$ cat src/rtl/bha_pkg.sv
package bha_pkg;
    typedef enum logic [1:0] {
        OWN_IDLE = 2'd0,
        OWN_ASK  = 2'd1,
        OWN_HELD = 2'd2
    } own_state_t;

    localparam int unsigned KEEP_IDX = 0;
    localparam int unsigned LOCK_IDX = 1;
    localparam int unsigned NREQ     = 2;
endpackage

$ cat src/rtl/bha_sync.sv
module bha_sync #(
    parameter int unsigned STAGES = 2
) (
    input  logic clk,
    input  logic rst_n,
    input  logic d,
    output logic q
);
    logic [STAGES-1:0] chain;

    always_ff @(posedge clk or negedge rst_n) begin
        if (!rst_n) chain <= '0;
        else        chain <= {chain[STAGES-2:0], d};
    end

    assign q = chain[STAGES-1];
endmodule

$ cat src/rtl/bha_fsm.sv
module bha_fsm
    import bha_pkg::*;
(
    input  logic clk,
    input  logic rst_n,
    input  logic req_bit,
    input  logic gnt_s,
    output logic ack,
    output logic want
);
    own_state_t state, state_nx;

    always_comb begin
        state_nx = state;
        unique case (state)
            OWN_IDLE: if (req_bit) state_nx = OWN_ASK;
            OWN_ASK: begin
                if (!req_bit)   state_nx = OWN_IDLE;
                else if (gnt_s) state_nx = OWN_HELD;
            end
            OWN_HELD: if (!req_bit || !gnt_s) state_nx = OWN_IDLE;
            default:  state_nx = OWN_IDLE;
        endcase
    end

    always_ff @(posedge clk or negedge rst_n) begin
        if (!rst_n) state <= OWN_IDLE;
        else        state <= state_nx;
    end

    always_comb begin
        ack  = 1'b0;
        want = 1'b0;
        unique case (state)
            OWN_IDLE: ;
            OWN_ASK:  want = 1'b1;
            OWN_HELD: begin ack = 1'b1; want = 1'b1; end
            default:  ;
        endcase
    end


    ack_own_req_chk: assert property (@(posedge clk) disable iff (!rst_n)
        $rose(ack) |-> $past(req_bit) && $past(gnt_s));


    ack_drop_chk: assert property (@(posedge clk) disable iff (!rst_n)
        !req_bit |=> !ack);


    grant_loss_chk: assert property (@(posedge clk) disable iff (!rst_n)
        (ack && !gnt_s) |=> !ack);
endmodule

$ cat src/rtl/bha_gate.sv
module bha_gate #(
    parameter int unsigned NCH = 4
) (
    input  logic           lock,
    input  logic [NCH-1:0] chan_req,
    output logic [NCH-1:0] chan_go
);
    for (genvar i = 0; i < NCH; i++) begin : g_ch
        assign chan_go[i] = chan_req[i] & ~lock;
    end
endmodule

$ cat src/rtl/bus_hold_arb.sv
module bus_hold_arb
    import bha_pkg::*;
#(
    parameter int unsigned NCH         = 4,
    parameter int unsigned SYNC_STAGES = 2
) (
    input  logic           clk,
    input  logic           rst_n,
    input  logic           wr_en,
    input  logic [1:0]     wr_data,
    output logic [3:0]     status,
    input  logic           local_rst,
    output logic           bus_req,
    input  logic           bus_grant,
    input  logic [NCH-1:0] chan_req,
    output logic [NCH-1:0] chan_go
);
    logic [NREQ-1:0] req_q;
    logic [NREQ-1:0] ack;
    logic [NREQ-1:0] want;
    logic            gnt_s;

    always_ff @(posedge clk or negedge rst_n) begin
        if (!rst_n) begin
            req_q <= '0;
        end else begin
            if (wr_en) req_q[KEEP_IDX] <= wr_data[KEEP_IDX];
            if (local_rst)  req_q[LOCK_IDX] <= 1'b0;
            else if (wr_en) req_q[LOCK_IDX] <= wr_data[LOCK_IDX];
        end
    end

    bha_sync #(.STAGES(SYNC_STAGES)) u_sync (
        .clk   (clk),
        .rst_n (rst_n),
        .d     (bus_grant),
        .q     (gnt_s)
    );

    for (genvar r = 0; r < NREQ; r++) begin : g_own
        bha_fsm u_fsm (
            .clk     (clk),
            .rst_n   (rst_n),
            .req_bit (req_q[r]),
            .gnt_s   (gnt_s),
            .ack     (ack[r]),
            .want    (want[r])
        );
    end

    bha_gate #(.NCH(NCH)) u_gate (
        .lock     (req_q[LOCK_IDX]),
        .chan_req (chan_req),
        .chan_go  (chan_go)
    );

    assign bus_req = |want;
    assign status  = {ack[LOCK_IDX], req_q[LOCK_IDX], ack[KEEP_IDX], req_q[KEEP_IDX]};


    local_rst_clear_chk: assert property (@(posedge clk) disable iff (!rst_n)
        local_rst |=> !status[2]);


    lockout_gate_chk: assert property (@(posedge clk) disable iff (!rst_n)
        status[2] |-> (chan_go == '0));


    ack_needs_req_chk: assert property (@(posedge clk) disable iff (!rst_n)
        (status[1] || status[3]) |-> bus_req);


    held_from_grant_chk: assert property (@(posedge clk) disable iff (!rst_n)
        $rose(status[3]) |-> $past(bus_req));
endmodule

$ cat config.mk
export PLATFORM = sky130hd
export DESIGN_NAME = bus_hold_arb
export DESIGN_NICKNAME = d
export VERILOG_FILES = /design/src/rtl/bha_pkg.sv /design/src/rtl/bha_sync.sv /design/src/rtl/bha_fsm.sv /design/src/rtl/bha_gate.sv /design/src/rtl/bus_hold_arb.sv
export SDC_FILE = /design/constraint.sdc
export NUM_CORES = 1
export LEC_CHECK = 0
export BUFFER_PORTS_ARGS = -buffer_cell sky130_fd_sc_hd__buf_4
export CAP_MARGIN = 25
export CORE_AREA = 2 2 39 41
export CTS_BUF_LIST = sky130_fd_sc_hd__clkbuf_4 sky130_fd_sc_hd__clkbuf_8 sky130_fd_sc_hd__clkbuf_16
export DETAILED_ROUTE_END_ITERATION = 6
export DIE_AREA = 0 0 41 43
export GPL_ROUTABILITY_DRIVEN = 0
export PLACE_DENSITY = 0.69
export SKIP_CTS_REPAIR_TIMING = 1
export SLEW_MARGIN = 20
export SYNTH_ARGS = -nofsm -noshare
export SYNTH_HDL_FRONTEND = slang
export SYNTH_SLANG_ARGS = --single-unit
$ cat constraint.sdc
create_clock -name clk -period 2.8 [get_ports clk]
set_input_delay 0.56 -clock clk [delete_from_list [all_inputs] [get_ports clk]]
set_output_delay 0.56 -clock clk [all_outputs]
set_load 0.01 [all_outputs]
==> run_summary.xml <==
<?xml version="1.0" encoding="UTF-8"?>
<metrics>
  <group name="status">
    <metric name="run_status" unit="">finished, final reports clean</metric>
  </group>
  <group name="setup_path">
    <metric name="arrival" unit="ns">1.35</metric>
    <metric name="setup.worst_path.class" unit="">flip-flop to output pin</metric>
    <metric name="path_max_fanout" unit="">4</metric>
    <metric name="worstReg2RegStart" unit="">g_own[0].u_fsm.state[0]</metric>
    <metric name="timing.critical_path.required" unit="ns">2.24</metric>
    <metric name="crit_path_end_kind" unit="">output pin</metric>
    <metric name="timing.critical_path.to" unit="">bus_req</metric>
    <metric name="worstRegToRegCells" unit="">5</metric>
    <metric name="critical_path.startpoint_type" unit="">flip-flop</metric>
    <metric name="timing.rr.end" unit="">g_own[0].u_fsm.state[0]</metric>
    <metric name="regToRegSetupSlack" unit="ns">1.36</metric>
    <metric name="worstSetupStartpoint" unit="">g_own[1].u_fsm.state[1]</metric>
  </group>
  <group name="grt">
    <metric name="grt.overflow.total" unit="">0</metric>
    <metric name="groute.usage.overall" unit="%">10.7</metric>
    <metric name="grt_first_pass_wirelength" unit="um">1290</metric>
    <metric name="number_of_antenna_violations_at_the_first_check_in_global_routing" unit="">0</metric>
    <metric name="pin_count_of_the_biggest_net_entering_global_routing" unit="">11</metric>
    <metric name="groute.layer.met1.usage" unit="%">16.7</metric>
    <metric name="use_met2" unit="%">12.5</metric>
    <metric name="grt_pass1_vias" unit="">322</metric>
    <metric name="grt-busiest-layer" unit="">met1</metric>
    <metric name="grtUsageMet3" unit="%">1.57</metric>
  </group>
  <group name="timing">
    <metric name="timing.final.max_slew_violations" unit="">0</metric>
    <metric name="worst_slew_pin_slew" unit="ns">0.283</metric>
    <metric name="finalHoldWorstSlack" unit="ns">0.124</metric>
    <metric name="finalWorstSetupSlack" unit="ns">0.892</metric>
    <metric name="clock_skew_after_layout" unit="ns">0.00211</metric>
    <metric name="final_hold_viol_count" unit="">0</metric>
    <metric name="setup-violations-final" unit="">0</metric>
    <metric name="min_period" unit="ns">1.91</metric>
    <metric name="unrepaired_setup_endpoints_after_global_routing" unit="">no</metric>
    <metric name="max-slew-margin-rel" unit="%">81.2</metric>
    <metric name="fmax" unit="MHz">524</metric>
    <metric name="layout_worst_path_cycle_share" unit="%">68.1</metric>
    <metric name="final.setup.tns" unit="ns">0</metric>
  </group>
  <group name="floorplanning">
    <metric name="chip_height" unit="um">43</metric>
    <metric name="initial_utilization" unit="%">39.1</metric>
    <metric name="die_width" unit="um">41</metric>
    <metric name="row_count" unit="">14</metric>
    <metric name="ios" unit="">20</metric>
    <metric name="design.core.area" unit="um2">1380</metric>
    <metric name="dieArea" unit="um2">1760</metric>
  </group>
  <group name="cts">
    <metric name="cts-buffers-inserted" unit="">3</metric>
    <metric name="clk_pin_slew_worst_paths" unit="ns">0.05</metric>
    <metric name="htree_levels" unit="">1</metric>
    <metric name="insertion_delay" unit="ns">0.24</metric>
    <metric name="cts.root.buffer_cell" unit="">sky130_fd_sc_hd__clkbuf_4</metric>
    <metric name="max-clock-path-buffers" unit="">2</metric>
    <metric name="cts_tree" unit="">done</metric>
    <metric name="clock_sinks" unit="">8</metric>
  </group>
  <group name="pwr">
    <metric name="power_density_over_the_cells" unit="nW/um2">736</metric>
    <metric name="report.power.total" unit="mW">0.500</metric>
    <metric name="power_leakage" unit="nW">0.364</metric>
    <metric name="max-vdd-ir-drop" unit="mV">0.352</metric>
  </group>
  <group name="placement">
    <metric name="dpl_cell_area" unit="um2">657</metric>
    <metric name="detailedPlace.worstSlack" unit="ns">1.14</metric>
    <metric name="place_inst" unit="">83</metric>
    <metric name="dpl.hpwl" unit="um">682</metric>
    <metric name="buffer_ports.inserted" unit="">19</metric>
  </group>
  <group name="final_layout">
    <metric name="utilization" unit="%">49.1</metric>
    <metric name="finalInstanceArea" unit="um2">679</metric>
    <metric name="diodes" unit="">0</metric>
    <metric name="final_cell_count_no_fill" unit="">86</metric>
    <metric name="post_route_cells_drive_above_1_share" unit="%">31.4</metric>
    <metric name="final_net_count" unit="">91</metric>
    <metric name="fill_cells" unit="">145</metric>
    <metric name="area.growth.synth_to_final" unit="%">25.7</metric>
  </group>
  <group name="synthesis">
    <metric name="avgSynthCellArea" unit="um2">10.0</metric>
    <metric name="syn-cell-area" unit="um2">541</metric>
    <metric name="syn_nets" unit="">73</metric>
    <metric name="proportion_of_synthesized_chip_area_in_sequential_cells" unit="%">37.0</metric>
    <metric name="ys_warn_count" unit="">0</metric>
    <metric name="postSynthCellCount" unit="">54</metric>
    <metric name="ys_seq_elements" unit="">8</metric>
    <metric name="synth.lib_cells_used.distinct" unit="">17</metric>
  </group>
  <group name="run">
    <metric name="maxCapViolCount" unit="">0</metric>
  </group>
  <group name="drt">
    <metric name="number_of_nets_with_antenna_violations_after_detailed_routing" unit="">0</metric>
    <metric name="drt_pre_antenna_iters" unit="">1</metric>
    <metric name="routed_wl" unit="um">814</metric>
    <metric name="initial_detailed_routing_violation_count" unit="">0</metric>
    <metric name="num_vias" unit="">375</metric>
    <metric name="post_drt_via_cell_ratio" unit="">4.36</metric>
    <metric name="post_route_drc_violation_count" unit="">0</metric>
    <metric name="wire_length_per_cell_after_detailed_routing" unit="um">9.47</metric>
  </group>
  <group name="min_path">
    <metric name="hold_path_class" unit="">primary input to async pin</metric>
  </group>
</metrics>
-- registers in the layout, indices dropped and copies added, names as in the netlist --
signal,flops
g_own.u_fsm.state,4
req_q,2
u_sync.chain,2
-- cells by family after synthesis --
logic type	after synthesis	synth area share, %
AOI/OAI and AO/OA	8	8.56
adders and majority gates	8	18.5
and+or+nand+nor	14	12.7
muxes	6	11.8
buffers and inverters	10	11.3
DFF	8	37.0
-- worst max-delay path, cell delays in order (launching register included) --
cell,delay [ns]
sky130_fd_sc_hd__dfrtp_1,0.39
sky130_fd_sc_hd__inv_1,0.12
sky130_fd_sc_hd__ha_1,0.23
sky130_fd_sc_hd__or2_1,0.23
sky130_fd_sc_hd__buf_4,0.14
-- synth_stat cells --
master,n,area share [%]
sky130_fd_sc_hd__dfrtp_1,8,37
sky130_fd_sc_hd__ha_1,8,19
sky130_fd_sc_hd__nor2_1,5,3.5
sky130_fd_sc_hd__a21oi_1,4,3.7
sky130_fd_sc_hd__buf_4,4,5.6
sky130_fd_sc_hd__inv_1,4,2.8
sky130_fd_sc_hd__nor2b_1,4,4.6
sky130_fd_sc_hd__mux2_1,3,6.2
sky130_fd_sc_hd__mux2i_1,3,5.6
sky130_fd_sc_hd__nand2_1,3,2.1
sky130_fd_sc_hd__a21o_1,2,2.8
sky130_fd_sc_hd__buf_2,1,0.93
sky130_fd_sc_hd__buf_6,1,2.1
sky130_fd_sc_hd__nand3b_1,1,1.4
sky130_fd_sc_hd__o21ai_1,1,0.93
sky130_fd_sc_hd__o22ai_1,1,1.2
sky130_fd_sc_hd__or2_1,1,1.2
-- power by group --
| part | internal, mW | switching (mW) | leakage [nW] | total (mW) |
|---|---|---|---|---|
| logic | 0.127 | 0.122 | 0.252 | 0.250 |
| registers | 0.144 | 0.0240 | 0.0989 | 0.168 |
| clock network | 0.0487 | 0.0337 | 0.0138 | 0.0823 |
-- routing by layer --
metal  vias to the layer above  routed length, um
li1                        202                  -
met1                       161                401
met4                         0                 15
met3                         2                 44
met5                         -                  0
met2                        10                352
-- layout make-up --
cell class	instances	area (um2)	share of cell area [%]
multi-input combinational	36	279	41.1
sequential	8	200	29.5
timing repair buffer	19	143	21.0
clock buffer	3	22.5	3.31
tap	16	20.0	2.95
inverter	4	15.0	2.21
-- how the worst min path moves through the flow --
stage                         start                      end  cells past startpoint
floorplan                     rst_n  g_own[0].u_fsm.state[0]                      0
global placement    u_sync.chain[0]          u_sync.chain[1]                      0
detailed placement  u_sync.chain[0]          u_sync.chain[1]                      0
CTS                           rst_n  g_own[1].u_fsm.state[1]                      1
global route                  rst_n  g_own[1].u_fsm.state[1]                      1
finish                        rst_n  g_own[1].u_fsm.state[1]                      1
-- cell usage in the layout, fill, tap and decap left out --
master and count:
sky130_fd_sc_hd__a21o_1 2, sky130_fd_sc_hd__a21oi_1 4, sky130_fd_sc_hd__buf_4 19, sky130_fd_sc_hd__clkbuf_4 3, sky130_fd_sc_hd__dfrtp_1 8, sky130_fd_sc_hd__ha_1 8
sky130_fd_sc_hd__inv_1 4, sky130_fd_sc_hd__mux2_1 3, sky130_fd_sc_hd__mux2i_1 3, sky130_fd_sc_hd__nand2_1 3, sky130_fd_sc_hd__nand3b_1 1, sky130_fd_sc_hd__nor2_1 5
sky130_fd_sc_hd__nor2b_1 4, sky130_fd_sc_hd__o21ai_1 1, sky130_fd_sc_hd__o22ai_1 1, sky130_fd_sc_hd__or2_1 1
Power figures use the tool's default switching activity.
